`src/rtl/misr_pkg.sv`:
```
package misr_pkg;

    typedef enum logic [1:0] {
        OP_HOLD  = 2'd0,
        OP_CLEAR = 2'd1,
        OP_SEED  = 2'd2,
        OP_SHIFT = 2'd3
    } misr_op_e;

    // Fixed priority: clear, then seed, then compaction step.
    function automatic misr_op_e decode_op(input logic clr,
                                           input logic seed,
                                           input logic en);
        if (clr)       return OP_CLEAR;
        else if (seed) return OP_SEED;
        else if (en)   return OP_SHIFT;
        else           return OP_HOLD;
    endfunction

endpackage

```
`src/rtl/misr_ctrl.sv`:
```
module misr_ctrl
    import misr_pkg::*;
(
    input  logic     clear_i,
    input  logic     seed_load_i,
    input  logic     enable_i,
    output misr_op_e op_o
);
    always_comb op_o = decode_op(clear_i, seed_load_i, enable_i);
endmodule

```
`src/rtl/misr_step.sv`:
```
module misr_step #(
    parameter int unsigned       WIDTH = 16,
    parameter logic [WIDTH-1:0]  POLY  = 16'h1021
) (
    input  logic [WIDTH-1:0] state_i,
    input  logic [WIDTH-1:0] resp_i,
    output logic [WIDTH-1:0] next_o
);
    localparam int unsigned LAST = WIDTH - 1;

    logic fb;
    assign fb = state_i[LAST];

    // Stage 0 always takes the feedback (constant term of the polynomial).
    assign next_o[0] = fb ^ resp_i[0];

    for (genvar i = 1; i < WIDTH; i++) begin : g_stage
        if (POLY[i]) begin : g_tap
            assign next_o[i] = state_i[i-1] ^ fb ^ resp_i[i];
        end else begin : g_plain
            assign next_o[i] = state_i[i-1] ^ resp_i[i];
        end
    end
endmodule

```
`src/rtl/misr_state_reg.sv`:
```
module misr_state_reg
    import misr_pkg::*;
#(
    parameter int unsigned WIDTH = 16
) (
    input  logic             clk_i,
    input  logic             rst_i,
    input  misr_op_e         op_i,
    input  logic [WIDTH-1:0] seed_i,
    input  logic [WIDTH-1:0] next_i,
    input  logic [WIDTH-1:0] resp_i,
    output logic [WIDTH-1:0] state_o
);
    localparam int unsigned LAST = WIDTH - 1;

    always_ff @(posedge clk_i) begin
        if (rst_i) begin
            state_o <= '0;
        end else begin
            unique case (op_i)
                OP_CLEAR: state_o <= '0;
                OP_SEED:  state_o <= seed_i;
                OP_SHIFT: state_o <= next_i;
                default:  state_o <= state_o;
            endcase
        end
    end

    p_clear_zero_r2: assert property (@(posedge clk_i) disable iff (rst_i)
        (op_i == OP_CLEAR) |=> (state_o == '0));

    p_seed_load_r3: assert property (@(posedge clk_i) disable iff (rst_i)
        (op_i == OP_SEED) |=> (state_o == $past(seed_i)));

    p_hold_r4: assert property (@(posedge clk_i) disable iff (rst_i)
        (op_i == OP_HOLD) |=> $stable(state_o));

    p_stage0_r5: assert property (@(posedge clk_i) disable iff (rst_i)
        (op_i == OP_SHIFT) |=> (state_o[0] == ($past(state_o[LAST]) ^ $past(resp_i[0]))));
endmodule

```
`src/rtl/misr_match.sv`:
```
module misr_match #(
    parameter int unsigned WIDTH = 16
) (
    input  logic [WIDTH-1:0] sig_i,
    input  logic [WIDTH-1:0] golden_i,
    output logic             match_o
);
    logic [WIDTH-1:0] diff;
    assign diff    = sig_i ^ golden_i;
    assign match_o = (diff == '0);

    always_comb begin
        p_match_r8: assert (match_o == ($countones(diff) == 0));
    end
endmodule

```
`src/rtl/misr_compactor.sv`:
```
module misr_compactor
    import misr_pkg::*;
#(
    parameter int unsigned      WIDTH = 16,
    parameter logic [WIDTH-1:0] POLY  = 16'h1021
) (
    input  logic             clk_i,
    input  logic             rst_i,
    input  logic             clear_i,
    input  logic             seed_load_i,
    input  logic [WIDTH-1:0] seed_i,
    input  logic             enable_i,
    input  logic [WIDTH-1:0] resp_i,
    input  logic [WIDTH-1:0] golden_i,
    output logic [WIDTH-1:0] sig_o,
    output logic             match_o
);
    misr_op_e         op;
    logic [WIDTH-1:0] next_state;

    misr_ctrl u_ctrl (
        .clear_i     (clear_i),
        .seed_load_i (seed_load_i),
        .enable_i    (enable_i),
        .op_o        (op)
    );

    misr_step #(.WIDTH(WIDTH), .POLY(POLY)) u_step (
        .state_i (sig_o),
        .resp_i  (resp_i),
        .next_o  (next_state)
    );

    misr_state_reg #(.WIDTH(WIDTH)) u_reg (
        .clk_i   (clk_i),
        .rst_i   (rst_i),
        .op_i    (op),
        .seed_i  (seed_i),
        .next_i  (next_state),
        .resp_i  (resp_i),
        .state_o (sig_o)
    );

    misr_match #(.WIDTH(WIDTH)) u_match (
        .sig_i    (sig_o),
        .golden_i (golden_i),
        .match_o  (match_o)
    );

    p_reset_zero_r1: assert property (@(posedge clk_i)
        rst_i |=> (sig_o == '0));
endmodule

```
`config.mk`:
```
export PLATFORM = sky130hd
export DESIGN_NAME = misr_compactor
export DESIGN_NICKNAME = d
export VERILOG_FILES = /design/src/rtl/misr_pkg.sv /design/src/rtl/misr_ctrl.sv /design/src/rtl/misr_step.sv /design/src/rtl/misr_state_reg.sv /design/src/rtl/misr_match.sv /design/src/rtl/misr_compactor.sv
export SDC_FILE = /design/constraint.sdc
export NUM_CORES = 1
export LEC_CHECK = 0
export CORE_UTILIZATION = 35
export DETAILED_ROUTE_END_ITERATION = 6
export GPL_TIMING_DRIVEN = 0
export PLACE_DENSITY = 0.73
export SLEW_MARGIN = 20
export SYNTH_ARGS = -nofsm -noshare
export SYNTH_HDL_FRONTEND = slang
export SYNTH_SLANG_ARGS = --single-unit
```
`constraint.sdc`:
```
create_clock -name clk_i -period 1.2 [get_ports clk_i]
set_input_delay 0.3 -clock clk_i [delete_from_list [all_inputs] [get_ports clk_i]]
set_output_delay 0.3 -clock clk_i [all_outputs]
set_load 0.01 [all_outputs]
```
==> summary.txt <==
Cells and area
  – Max reg flops: 16
  – Share of cells above drive strength 1: 0.502
  – Biggest regs: u_reg.state_o x16
  – Finished Cell Area: 0.00228 mm^2
  – Reg area: between 300 and 400 um^2
  – Diode count: 0
  – Final nets: about 270
  – Fill cells: between 200 and 250
  – Most flops, register: u_reg.state_o
  – Area of the multi-input gates: slightly above 800 um^2
  – Synth-to-layout area growth: 105%

Clocking
  – Clock Latency Late Sink: approximately 0.3 ns
  – TritonCTS clock tree: done
  – Hold_buf cts: 0
  – Total CTS buffers: 3
  – Clk slew on worst S/H paths: ~0.11 ns
  – H-Tree Depth: 1
  – Clk sinks: 16
  – Max clock buf depth: 2
  – Root buffer cell: clkbuf_4

Setup path
  – Worst-path maximum fanout: 2
  – Setup Crit Path Kind: reg2out
  – CP arrival: 1.45 ns
  – CP Capture Type: output pin
  – Startpoint Class: register
  – Crit path required time: about 0.9 ns

Synth
  – Synth top area share: 0.288
  – Synth top area cells: dfxtp_1 (29%), xnor2_1 (14%), xor2_1 (13%)
  – Main flop type after synthesis: dfxtp_1
  – Yosys Warn Count: 0
  – Mapped Area: around 0.0011 mm^2
  – Yosys reg bits: 16
  – Top-count cell post-synth: xnor2_1
  – Post-Syn Instances: about 110
  – Number of distinct library cells after synthesis: 19
  – Fraction of registers with async set or reset after synthesis: 0
  – Syn_nets: about 170
  – Synth area leader: dfxtp_1
  – Post-synthesis area per instance: between 9 and 10 um^2
  – Sequential share of the synthesized area: 0.288
  – Post-synth EDFFs: 0
  – Top cells by count, synth: xnor2_1 (18), dfxtp_1 (16), xor2_1 (16)

STA
  – Max_slew headroom: 0.773
  – Worst Skew: between 0.002 and 0.003 ns
  – RSZ-0062 raised after global routing: yes
  – Worst-Margin Slew: 0.340 ns
  – Period Utilization, post-route: 1.46
  – Minimum clock period: 1.75 ns
  – Final setup fails: 6
  – Slew Limit Fails: 0
  – Final worst slack: -0.548 ns
  – Max Clk Rate: ~0.57 GHz
  – Final hold violation count: 0
  – Post-Route Setup TNS: -0.594 ns

GRT
  – Antenna violations before repair: 0
  – Grt total ovfl: 0
  – Largest net degree at the start of global routing: 11
  – Global-route wire length before repair: between 5000 and 6000 um
  – GRT Util Overall: 0.219
  – Vias in the first global route: between 1000 and 1500

Routing
  – Wirelength per Cell: 15.9 um
  – First drt pass iteration count: 4
  – Final ANT Viol Nets: 0
  – Starting DRT DRC Count: 47
  – Residual DRC: 0
  – Routed wire length: about 4000 um
  – Total number of vias: 1249
  – Vias per cell: approximately 5

Pwr
  – Power per cell area: approximately 690 mW/mm^2
  – Worst VDD drop: between 0.5 and 0.6 mV
  – P_leak: approximately 0.96 nW

Floorplanning
  – Die H: 58.4 um
  – Die width: between 50 and 60 um
  – Full die area: ~0.0034 mm^2
  – Rows: 20
  – Core Footprint: 0.00303 mm^2
  – Initial Utilization: 0.367
  – # IOs: 70

Min path
  – Worst Hold Class: in2reg

Placement
  – Final Wtd Congestion: roughly 0.75
  – PortBufs: just under 70
  – Placed instance area: between 0.0015 and 0.002 mm^2
  – DPL Wire Length: ~2500 um

Flow run
  – Max_cap viols: 0

Run status
  – Status: complete, but fails checks
  – Failing checks: setup timing
==> per-layer routing <==
metal / vias to the layer above / GRT usage / part of all wire / routed length [um]
met2: 59 / 0.383 / 0.53 / 2140
met5: - / 0 / 0 / 0
met4: 0 / 0.0578 / 0.020 / 82
met1: 589 / 0.276 / 0.39 / 1560
met3: 8 / 0.0418 / 0.065 / 262
li1: 593 / - / - / -
==> critical path: stages, from the launching register on <==
cell and delay, ns:
dfxtp_4 0.37, xnor2_2 0.14, nand4_1 0.17, nor4_4 0.29, buf_2 0.17
==> cell families after synthesis <==
group,after synthesis,synth area share
buffers and inverters,7,0.0551
AND/OR/NAND/NOR,23,0.120
XOR/XNOR,34,0.268
flip-flops,16,0.288
AO/OA/AOI/OAI,32,0.269
==> what timing repair did <==
| action | in CTS | in global routing |
|---|---|---|
| pin swaps | 16 | 10 |
| gates resized for setup | 115 | 27 |
| setup endpoints to repair | 33 | 22 |
| cloned | 1 | 0 |
| setup buffers | 19 | 11 |
==> final cells by class <==
| cell class | instances | area share |
|---|---|---|
| Buffer | 7 | 0.0297 |
| Clock buffer | 4 | 0.0159 |
| Multi-Input combinational cell | 89 | 0.361 |
| Sequential cell | 16 | 0.158 |
| Tap cell | 44 | 0.0242 |
| Timing Repair Buffer | 95 | 0.411 |
==> metrics by stage <==
| stage | hold WS [ns] | power, mW | setup WS (ns) | std cells | utilization |
|---|---|---|---|---|---|
| floorplan | 0.471 | 0.818 | -0.0552 | 112 | - |
| global placement | 0.470 | 1.09 | -1.06 | 224 | 0.623 |
| detailed placement | 0.472 | 1.09 | -1.05 | 224 | 0.623 |
| CTS | 0.342 | 1.51 | -0.572 | 248 | 0.702 |
| global route | 0.348 | 1.64 | -0.620 | 255 | 0.752 |
| finish | 0.339 | 1.57 | -0.548 | 255 | 0.752 |
==> placed cells by master, fill, tap and decap left out, types with 3 or more instances in the layout <==
| cell | count |
|---|---|
| a21oi_1 | 3 |
| a21oi_2 | 11 |
| a22oi_1 | 5 |
| a22oi_2 | 11 |
| buf_2 | 3 |
| buf_4 | 13 |
| buf_6 | 32 |
| clkbuf_4 | 3 |
| clkdlybuf4s50_1 | 32 |
| dfxtp_2 | 8 |
| dfxtp_4 | 8 |
| dlygate4sd2_1 | 15 |
| dlymetal6s2s_1 | 4 |
| nand2_1 | 14 |
| nand4_1 | 4 |
| xnor2_1 | 9 |
| xnor2_2 | 9 |
| xor2_1 | 15 |
==> power breakdown <==
group	switching [mW]	internal, mW
logic	0.235	0.373
clock network	0.199	0.185
registers	0.0262	0.550
==> path summary, 6_finish.rpt <==
check        slack (ns)  depth (start not counted)                            from                              to
min reg2reg        0.59                          3   u_reg.state_o[3]$_SDFFE_PP0P_   u_reg.state_o[3]$_SDFFE_PP0P_
min                0.34                          2                           rst_i   u_reg.state_o[7]$_SDFFE_PP0P_
max reg2reg        0.01                          5  u_reg.state_o[15]$_SDFFE_PP0P_  u_reg.state_o[12]$_SDFFE_PP0P_
max               -0.55                          4   u_reg.state_o[6]$_SDFFE_PP0P_                         match_o
No activity file was read; power rests on OpenSTA's default activity.
